===== config.mk =====
export PLATFORM = sky130hd
export DESIGN_NAME = adc_pattern_fmt
export DESIGN_NICKNAME = d
export VERILOG_FILES = /design/src/rtl/adcpf_pkg.sv /design/src/rtl/adcpf_pn_gen.sv /design/src/rtl/adcpf_offset_sat.sv /design/src/rtl/adcpf_encode.sv /design/src/rtl/adc_pattern_fmt.sv
export SDC_FILE = /design/constraint.sdc
export NUM_CORES = 1
export LEC_CHECK = 0
export ABC_AREA = 1
export BUFFER_PORTS_ARGS = -buffer_cell sky130_fd_sc_hd__buf_4
export CORE_MARGIN = 4
export CORE_UTILIZATION = 23
export CTS_CLUSTER_SIZE = 30
export DETAILED_ROUTE_END_ITERATION = 8
export PLACE_DENSITY = 0.36
export SLEW_MARGIN = 10
export SYNTH_ARGS = -nofsm -noshare
export SYNTH_HDL_FRONTEND = slang
export SYNTH_SLANG_ARGS = --single-unit

===== constraint.sdc =====
create_clock -name clk -period 4.2 [get_ports clk]
set_input_delay 1.26 -clock clk [delete_from_list [all_inputs] [get_ports clk]]
set_output_delay 1.26 -clock clk [all_outputs]
set_load 0.05 [all_outputs]

===== src/rtl/adcpf_pkg.sv =====
package adcpf_pkg;

   typedef enum logic [3:0] {
      TM_LIVE   = 4'd0,
      TM_MID    = 4'd1,
      TM_POSFS  = 4'd2,
      TM_NEGFS  = 4'd3,
      TM_CHECK  = 4'd4,
      TM_PNLONG = 4'd5,
      TM_PNSHRT = 4'd6,
      TM_FLIP   = 4'd7
   } tmode_e;

   typedef enum logic [1:0] {
      FMT_OBIN = 2'd0,
      FMT_TWOS = 2'd1,
      FMT_GRAY = 2'd2,
      FMT_RSVD = 2'd3
   } ofmt_e;

endpackage


===== src/rtl/adcpf_pn_gen.sv =====
module adcpf_pn_gen #(
   parameter int LEN = 9,
   parameter int TAP = 5,
   parameter int DW  = 16
) (
   input  logic          clk,
   input  logic          rst_n,
   input  logic          hold_i,
   output logic [DW-1:0] word_o
);

   localparam logic [LEN-1:0] SEED = {LEN{1'b1}};

   generate
      if (LEN < 3 || TAP < 1 || TAP >= LEN) begin : g_bad_poly
         $error("adcpf_pn_gen: tap must lie strictly inside the register");
      end
   endgenerate

   logic [LEN-1:0] state_q;
   logic [LEN-1:0] state_nxt;

   always_comb begin
      logic [LEN-1:0] s;
      logic           fb;
      s      = state_q;
      word_o = '0;
      for (int i = DW - 1; i >= 0; i--) begin
         fb        = s[LEN-1] ^ s[TAP-1];
         word_o[i] = fb;
         s         = {s[LEN-2:0], fb};
      end
      state_nxt = s;
   end

   always_ff @(posedge clk or negedge rst_n) begin
      if (!rst_n)      state_q <= SEED;
      else if (hold_i) state_q <= SEED;
      else             state_q <= state_nxt;
   end

   a_r9_r10_seed_hold: assert property (@(posedge clk) disable iff (!rst_n)
      hold_i |=> (state_q == SEED));

   a_r9_r10_never_zero: assert property (@(posedge clk) disable iff (!rst_n)
      !hold_i |=> (state_q != '0));

endmodule


===== src/rtl/adcpf_offset_sat.sv =====
module adcpf_offset_sat #(
   parameter int DW = 16,
   parameter int OW = 8
) (
   input  logic [DW-1:0] word_i,
   input  logic [OW-1:0] offset_i,
   output logic [DW-1:0] word_o
);

   localparam int SW = DW + 2;

   generate
      if (OW >= DW) begin : g_bad_width
         $error("adcpf_offset_sat: offset must be narrower than the data");
      end
   endgenerate

   logic signed [SW-1:0] sum;
   logic signed [SW-1:0] top_code;

   always_comb begin
      top_code = $signed({2'b00, {DW{1'b1}}});
      sum      = $signed({2'b00, word_i})
               + $signed({{(SW-OW){offset_i[OW-1]}}, offset_i});
      if (sum < 0)             word_o = '0;
      else if (sum > top_code) word_o = '1;
      else                     word_o = sum[DW-1:0];
   end

endmodule


===== src/rtl/adcpf_encode.sv =====
module adcpf_encode
   import adcpf_pkg::*;
#(
   parameter int DW = 16
) (
   input  logic [DW-1:0] word_i,
   input  logic          invert_i,
   input  logic [1:0]    format_i,
   output logic [DW-1:0] word_o
);

   logic [DW-1:0] ob;
   logic [DW-1:0] gray;
   logic [DW-1:0] twos;

   assign ob   = invert_i ? ~word_i : word_i;
   assign twos = {~ob[DW-1], ob[DW-2:0]};

   genvar g;
   generate
      for (g = 0; g < DW - 1; g++) begin : g_gray
         assign gray[g] = ob[g] ^ ob[g+1];
      end
   endgenerate
   assign gray[DW-1] = ob[DW-1];

   always_comb begin
      case (ofmt_e'(format_i))
         FMT_TWOS: word_o = twos;
         FMT_GRAY: word_o = gray;
         default:  word_o = ob;
      endcase
   end

endmodule


===== src/rtl/adc_pattern_fmt.sv =====
module adc_pattern_fmt
   import adcpf_pkg::*;
#(
   parameter int DW       = 16,
   parameter int OW       = 8,
   parameter int PNS_LEN  = 9,
   parameter int PNS_TAP  = 5,
   parameter int PNL_LEN  = 23,
   parameter int PNL_TAP  = 18
) (
   input  logic          clk,
   input  logic          rst_n,
   input  logic [15:0]   sample_i,
   input  logic [3:0]    test_mode_i,
   input  logic          pn_long_hold_i,
   input  logic          pn_short_hold_i,
   input  logic [7:0]    offset_i,
   input  logic          invert_i,
   input  logic [1:0]    format_i,
   input  logic          out_disable_i,
   output logic [15:0]   data_o
);

   localparam logic [DW-1:0] W_MID  = {1'b1, {(DW-1){1'b0}}};
   localparam logic [DW-1:0] W_CHKA = {(DW/2){2'b01}};
   localparam logic [DW-1:0] W_CHKB = {(DW/2){2'b10}};

   generate
      if (DW != 16 || OW != 8) begin : g_bad_port
         $error("adc_pattern_fmt: port widths are fixed at 16 and 8");
      end
      if (DW % 2 != 0) begin : g_bad_even
         $error("adc_pattern_fmt: data width must be even");
      end
   endgenerate

   // pattern sources
   logic [DW-1:0] pn_short_w;
   logic [DW-1:0] pn_long_w;
   logic          alt_q;

   adcpf_pn_gen #(.LEN(PNS_LEN), .TAP(PNS_TAP), .DW(DW)) u_pn_short (
      .clk    (clk),
      .rst_n  (rst_n),
      .hold_i (pn_short_hold_i),
      .word_o (pn_short_w)
   );

   adcpf_pn_gen #(.LEN(PNL_LEN), .TAP(PNL_TAP), .DW(DW)) u_pn_long (
      .clk    (clk),
      .rst_n  (rst_n),
      .hold_i (pn_long_hold_i),
      .word_o (pn_long_w)
   );

   always_ff @(posedge clk or negedge rst_n) begin
      if (!rst_n) alt_q <= 1'b0;
      else        alt_q <= ~alt_q;
   end

   logic [DW-1:0] src_w;

   always_comb begin
      case (tmode_e'(test_mode_i))
         TM_MID:    src_w = W_MID;
         TM_POSFS:  src_w = '1;
         TM_NEGFS:  src_w = '0;
         TM_CHECK:  src_w = alt_q ? W_CHKB : W_CHKA;
         TM_PNLONG: src_w = pn_long_w;
         TM_PNSHRT: src_w = pn_short_w;
         TM_FLIP:   src_w = alt_q ? '0 : '1;
         default:   src_w = sample_i;
      endcase
   end

   // stage 1: trimmed word plus the configuration that travels with it
   logic [DW-1:0] trim_w;

   adcpf_offset_sat #(.DW(DW), .OW(OW)) u_trim (
      .word_i   (src_w),
      .offset_i (offset_i),
      .word_o   (trim_w)
   );

   logic [DW-1:0] s1_word;
   logic          s1_inv;
   logic [1:0]    s1_fmt;
   logic          s1_dis;

   always_ff @(posedge clk or negedge rst_n) begin
      if (!rst_n) begin
         s1_word <= '0;
         s1_inv  <= 1'b0;
         s1_fmt  <= 2'b00;
         s1_dis  <= 1'b1;
      end else begin
         s1_word <= trim_w;
         s1_inv  <= invert_i;
         s1_fmt  <= format_i;
         s1_dis  <= out_disable_i;
      end
   end

   // stage 2: encode and drive
   logic [DW-1:0] enc_w;

   adcpf_encode #(.DW(DW)) u_enc (
      .word_i   (s1_word),
      .invert_i (s1_inv),
      .format_i (s1_fmt),
      .word_o   (enc_w)
   );

   always_ff @(posedge clk or negedge rst_n) begin
      if (!rst_n)      data_o <= '0;
      else if (s1_dis) data_o <= '0;
      else             data_o <= enc_w;
   end

   a_r5_disable_idle: assert property (@(posedge clk) disable iff (!rst_n)
      out_disable_i |=> ##1 (data_o == '0));

   a_r6_midscale: assert property (@(posedge clk) disable iff (!rst_n)
      (test_mode_i == 4'd1 && offset_i == 8'd0 && !invert_i &&
       format_i == 2'd0 && !out_disable_i) |=> ##1 (data_o == W_MID));

   a_r4_twos_midscale: assert property (@(posedge clk) disable iff (!rst_n)
      (test_mode_i == 4'd1 && offset_i == 8'd0 && !invert_i &&
       format_i == 2'd1 && !out_disable_i) |=> ##1 (data_o == '0));

   a_r2_posfs_clamp: assert property (@(posedge clk) disable iff (!rst_n)
      (test_mode_i == 4'd2 && !offset_i[7] && !invert_i &&
       format_i == 2'd0 && !out_disable_i) |=> ##1 (data_o == '1));

endmodule


==> flow_metrics.env, run 1 <==
export IMPL_outcome="completed"
export IMPL_setup_violations=0
export IMPL_met3_length_um=476
export IMPL_yosys_warnings=0
export IMPL_post_cts_buffers=0
export IMPL_synthesis_instances=566
export IMPL_rsz0062_at_grt="no"
export IMPL_ant_nets=0
export IMPL_ys_seq_area_share_pct=39.17
export IMPL_vias=3607
export IMPL_critPathMaxFanout=15
export IMPL_r2r_end="s1_word[12]"
export IMPL_rr_startpoint="u_pn_short.state_q[4]"
export IMPL_grt_pass1_wl_mm=19.81
export IMPL_drc=0
export IMPL_dieArea_um2=21930
export IMPL_arrival_ns=4.11
export IMPL_cts_max_level=3
export IMPL_slew_headroom_pct=33.34
export IMPL_first_iter_violations=163
export IMPL_cts_tree="yes"
export IMPL_syn_area_um2=4513
export IMPL_top_layer_used="met4"
export IMPL_port_buffers=51
export IMPL_drv_slew=0
export IMPL_placed_area_um2=5195
export IMPL_cts_hold_buf=0
export IMPL_grt_overflow_total=0
export IMPL_synth_top_family_by_area="simple AND/OR/NAND/NOR gates"
export IMPL_initial_core_util_pct=23.73
export IMPL_p_total_mw=2.900
export IMPL_fp_row_count=50
export IMPL_die_x_um=148.1
export IMPL_startpoint_type="input port"
export IMPL_first_pass_iters=4
export IMPL_via_per_inst=4.071
export IMPL_max_vdd_ir_drop_uv=196.2
export IMPL_met2_length_mm=5.630
export IMPL_power_per_cell_area_nw_per_um2=527.5
export IMPL_cts_buffers=9
export IMPL_track_usage_pct=11.52
export IMPL_wl_mm=12.04
export IMPL_syn_avg_cell_area_um2=7.974
export IMPL_grt_start_max_net_pins=70
export IMPL_worst_pin_slew_ns=0.9963
export IMPL_min_from="alt_q"
export IMPL_clk_pin_slew_ns=0.06
export IMPL_hold_depth=1
export IMPL_ioPinCount=52
export IMPL_clk_insertion_delay_late_ns=0.33
export IMPL_synth_compound_area_share_pct=7.874
export IMPL_min_period_over_period_pct=91.50
export IMPL_die_h_um=148.1
export IMPL_finalSetupTns_ns=0
export IMPL_hpwl_mm=9.684
export IMPL_synth_edff_count=0
export IMPL_critPathKind="in -> reg"
export IMPL_cts_sinks=69
export IMPL_mostFrequentLayoutCell="nand2_1"
export IMPL_reg2reg_depth=19
export IMPL_synthDistinctLibCells=39
export IMPL_synth_xor_area_share_pct=13.81
export IMPL_synthAdderAreaFrac_pct=5.988
export IMPL_synthArstFlopShare_pct=100.0
export IMPL_critPathRequiredTime_ns=4.47
export IMPL_most_common_layout_cells="nand2_1 (162), inv_1 (59), buf_4 (58)"
export IMPL_fin_util_pct=28.91
export IMPL_hold_violations=0
export IMPL_hold_ws_ns=0.4586
export IMPL_holdPathEnd="alt_q"
export IMPL_layout_nets=678
export IMPL_grt_antenna_before_repair=0
export IMPL_avgRoutedWirePerCell_um=13.59
export IMPL_max_freq_mhz=260.2
export IMPL_synth_seq_cells=69
export IMPL_post_cts_resized=0
export IMPL_clock_skew_ns=0.009830
export IMPL_met1Wirelength_mm=5.745
export IMPL_core_um2=19020
export IMPL_cap_violations=0
export IMPL_syn_to_final_growth_pct=21.85
export IMPL_cts_root_buffer="clkbuf_16"
export IMPL_synth_ff_type="dfrtp_1"
export IMPL_synth_nets=623
export IMPL_n_antenna_cell=0
export IMPL_hold_path_class="reg -> reg"
export IMPL_r2r_slack_ns=0.94
export IMPL_grt_pass1_vias=3719
export IMPL_period_needed_ns=3.843
export IMPL_clock_path_buffers=2
export IMPL_muxShareOfSynthArea_pct=0
export IMPL_crit_path_end_kind="register"
export IMPL_gp_congestion=0.8114
export IMPL_drive_gt1_share_pct=23.64
export IMPL_p_leak_nw=2.715
export IMPL_synthSimpleGateAreaFrac_pct=26.00
export IMPL_fin_area_um2=5499
==> registers in the layout, indices dropped and copies added, names as in the netlist <==
register,cells
s1_fmt,2
data_o,16
s1_inv,1
alt_q,1
u_pn_short.state_q,9
s1_word,16
u_pn_long.state_q,23
s1_dis,1
==> area by class of cell <==
cell class / instances / area, um2
Fill cell: 2090 / 13520
Multi-Input combinational cell: 418 / 2425
Sequential cell: 69 / 1768
Timing Repair Buffer: 58 / 435.4
Tap cell: 260 / 325.3
Inverter: 65 / 244.0
Clock buffer: 11 / 242.7
Clock inverter: 5 / 58.81
==> metal layers <==
| layer | global-route usage, % | vias to the layer above |
|---|---|---|
| met5 | 0 | - |
| met4 | 3.326 | 0 |
| met3 | 3.016 | 10 |
| met2 | 18.57 | 50 |
| met1 | 15.28 | 1665 |
| li1 | - | 1882 |
==> where the power goes <==
part	internal (mW)	switching [mW]	total, mW
clock	0.477	0.293	0.770
combinational	0.439	0.687	1.13
sequential	0.873	0.131	1.00
==> cell usage after synthesis, types with 8 or more instances <==
cell type	number	area, um2
nand3_1	28	140.1
xnor2_1	28	245.2
dfrtp_1	36	900.9
xor2_1	40	350.3
or2_2	22	137.6
ha_1	20	250.2
dfstp_2	33	867.1
a31oi_1	8	50.05
nand2_1	162	608.1
nor2_1	35	131.4
inv_1	59	221.5
a21oi_1	33	165.2
==> per-stage QoR <==
| step | std cells | setup WS, ns |
|---|---|---|
| 2_1_floorplan | 566 | 0.4413 |
| 3_3_place_gp | 870 | 0.05079 |
| 3_5_place_dp | 870 | -0.02129 |
| 4_1_cts | 886 | 0.3095 |
| 5_1_grt | 886 | 0.01365 |
| 6_report | 886 | 0.3570 |
==> worst max-delay path, stage by stage <==
cell	delay, ns
buf_4	0.12
or2_2	0.31
nand2_1	0.11
nand2_2	0.06
nand3_1	0.11
nor2_2	0.08
buf_4	0.14
a21oi_1	0.30
ha_1	0.39
a21oi_1	0.23
o21bai_1	0.09
a21oi_1	0.13
buf_4	0.15
nand4_2	0.30
nand3_1	0.18
nand2_1	0.07
inv_1	0.06
==> how the worst max path moves through the flow <==
| stage | startpoint | to | slack [ns] |
|---|---|---|---|
| after floorplan | test_mode_i[2] | s1_word[10] | 0.44 |
| after global placement | test_mode_i[3] | s1_word[4] | 0.05 |
| after detailed placement | test_mode_i[3] | s1_word[13] | -0.02 |
| after CTS | test_mode_i[3] | s1_word[15] | 0.31 |
| after global routing | test_mode_i[3] | s1_word[9] | 0.01 |
| final | test_mode_i[0] | s1_word[12] | 0.36 |
==> cells by family (layout without fill, tap and decap cells) <==
group                      count (synthesis)  in the layout
buffers and inverters                     79            139
and+or+nand+nor                          268            268
adders and majority gates                 21             21
xor gates and xnor gates                  69             69
AOI/OAI and AO/OA                         60             60
DFF                                       69             69
Power figures use the tool's default switching activity.
==> inputs of run 2 (changes only) <==
RECOVER_POWER = 50   (was not set)
==> run 2 against run 1 <==
The run now ends with max-capacitance violations, max-slew violations left. Non-clock buffer count unchanged. Worst hold slack unchanged. Count of clock-buffer cells in the layout unchanged.
==> flow_metrics.env, run 2 (synthesis gave the netlist of run 1 again) <==
export IMPL_power_per_cell_area_nw_per_um2=527.8
export IMPL_port_buffers=51
export IMPL_internal_power_mw=1.786
export IMPL_slew_headroom_pct=-12.84
export IMPL_clock_skew_ns=0.009676
export IMPL_violations="max-capacitance violations, max-slew violations"
export IMPL_drc=0
export IMPL_most_common_layout_cells="nand2_1 (162), inv_1 (59), buf_4 (51)"
export IMPL_vias=3609
export IMPL_grt_overflow_total=0
export IMPL_max_vdd_ir_drop_uv=196.2
export IMPL_outcome="finished, violations left"
export IMPL_largest_reg_flops=23
export IMPL_ant_nets=0
export IMPL_critPathKind="in -> reg"
export IMPL_drv_slew=70
export IMPL_reg2reg_depth=19
export IMPL_min_from="alt_q"
export IMPL_clk_insertion_delay_late_ns=0.34
export IMPL_syn_to_final_growth_pct=21.62
export IMPL_clock_path_buffers=2
export IMPL_avgRoutedWirePerCell_um=13.59
export IMPL_grt_pass1_vias=3719
export IMPL_layout_nets=678
export IMPL_swShare_pct=38.36
export IMPL_first_pass_iters=4
export IMPL_period_needed_ns=3.842
export IMPL_rsz0062_at_grt="no"
export IMPL_startpoint_type="input port"
export IMPL_r2r_end="s1_word[12]"
export IMPL_finalSetupTns_ns=0
export IMPL_hold_ws_ns=0.4586
export IMPL_drive_gt1_share_pct=23.00
export IMPL_first_iter_violations=164
export IMPL_setup_violations=0
export IMPL_worst_pin_slew_ns=1.693
export IMPL_critPathRequiredTime_ns=4.47
export IMPL_p_seq_share_pct=34.6
export IMPL_cts_sinks=69
export IMPL_initial_core_util_pct=23.73
export IMPL_hpwl_mm=9.684
export IMPL_die_x_um=148.1
export IMPL_gp_congestion=0.8114
export IMPL_track_usage_pct=11.52
export IMPL_wl_mm=12.04
export IMPL_die_h_um=148.1
export IMPL_power_frac_clock_pct=26.6
export IMPL_rr_startpoint="u_pn_short.state_q[4]"
export IMPL_arrival_ns=4.11
export IMPL_power_frac_comb_pct=38.8
export IMPL_critPathMaxFanout=15
export IMPL_r2r_slack_ns=0.90
export IMPL_p_switching_mw=1.112
export IMPL_post_cts_buffers=0
export IMPL_largest_registers="u_pn_long.state_q x23, data_o x16, s1_word x16"
export IMPL_cts_root_buffer="clkbuf_16"
export IMPL_regMostFlops="u_pn_long.state_q"
export IMPL_cts_tree="yes"
export IMPL_p_leak_nw=2.705
export IMPL_cts_max_level=3
export IMPL_grt_start_max_net_pins=70
export IMPL_grt_antenna_before_repair=0
export IMPL_hold_violations=0
export IMPL_cts_hold_buf=0
export IMPL_fillCellCount=2087
export IMPL_n_antenna_cell=0
export IMPL_fp_row_count=50
export IMPL_max_freq_mhz=260.3
export IMPL_mostFrequentLayoutCell="nand2_1"
export IMPL_min_period_over_period_pct=91.49
export IMPL_hold_depth=1
export IMPL_hold_path_class="reg -> reg"
export IMPL_core_um2=19020
export IMPL_crit_path_end_kind="register"
export IMPL_clk_pin_slew_ns=0.06
export IMPL_cap_violations=1
export IMPL_ioPinCount=52
export IMPL_post_cts_resized=0
export IMPL_dieArea_um2=21930
export IMPL_via_per_inst=4.073
export IMPL_holdPathEnd="alt_q"
export IMPL_cts_buffers=9
export IMPL_grt_pass1_wl_mm=19.81
==> run 2: cell types whose count changed in the layout (fill, tap and decap cells not counted), sizes merged <==
cell,previous run,this run
clkbuf,11,18
buf,58,51
==> run 2: through the flow <==
stage                     worst slack (ns)  total power, mW  util, %  std cells  cell area (um2)
after CTS                           0.3095            2.952    28.90        886             5497
after floorplan                     0.4413            1.827        -        566             4513
after global routing               0.01365            3.116    28.86        886             5489
after global placement             0.05079            2.158    27.32        870             5195
final                               0.3576            2.897    28.86        886             5489
after detailed placement          -0.02129            2.155    27.32        870             5195
==> run 2: worst max path at each step <==
| stage | slack [ns] | from | end | cells past startpoint |
|---|---|---|---|---|
| 6_report | 0.36 | test_mode_i[0] | s1_word[12] | 17 |
| 5_1_grt | 0.01 | test_mode_i[3] | s1_word[9] | 21 |
| 3_3_place_gp | 0.05 | test_mode_i[3] | s1_word[4] | 18 |
| 3_5_place_dp | -0.02 | test_mode_i[3] | s1_word[13] | 19 |
| 4_1_cts | 0.31 | test_mode_i[3] | s1_word[15] | 19 |
| 2_1_floorplan | 0.44 | test_mode_i[2] | s1_word[10] | 22 |
==> run 2: power groups by stage <==
stage / Clock, mW / Combinational (mW) / Sequential [mW]
3_5_place_dp: 0 / 1.14 / 1.02
5_1_grt: 0.825 / 1.26 / 1.03
3_3_place_gp: 0 / 1.14 / 1.02
6_report: 0.771 / 1.12 / 1.00
4_1_cts: 0.800 / 1.14 / 1.01
2_1_floorplan: 0 / 0.742 / 1.09
==> run 2: layout make-up <==
cell class / count / area (um2) / share of cell area (%)
clock inverter: 5 / 58.81 / 1.071
sequential: 69 / 1768 / 32.21
clock buffer: 11 / 242.7 / 4.422
inverter: 65 / 244.0 / 4.445
multi-input combinational: 418 / 2425 / 44.18
timing repair buffer: 58 / 425.4 / 7.750
tap: 260 / 325.3 / 5.927
==> run 2: layer usage <==
layer | global-route usage [%] | vias to the layer above | wire length (um)
li1 | - | 1881 | -
met1 | 15.28 | 1665 | 5740
met2 | 18.57 | 52 | 5618
met3 | 3.016 | 11 | 488
met4 | 3.326 | 0 | 194
met5 | 0 | - | 0
==> run 2: worst max-delay path, cell delays in order <==
cell and delay [ns]:
buf_4 0.12, or2_2 0.31, nand2_1 0.11, nand2_2 0.06, nand3_1 0.11, nor2_2 0.08
buf_4 0.14, a21oi_1 0.30, ha_1 0.39, a21oi_1 0.23, o21bai_1 0.09, a21oi_1 0.13
buf_4 0.15, nand4_2 0.30, nand3_1 0.18, nand2_1 0.07, inv_1 0.06
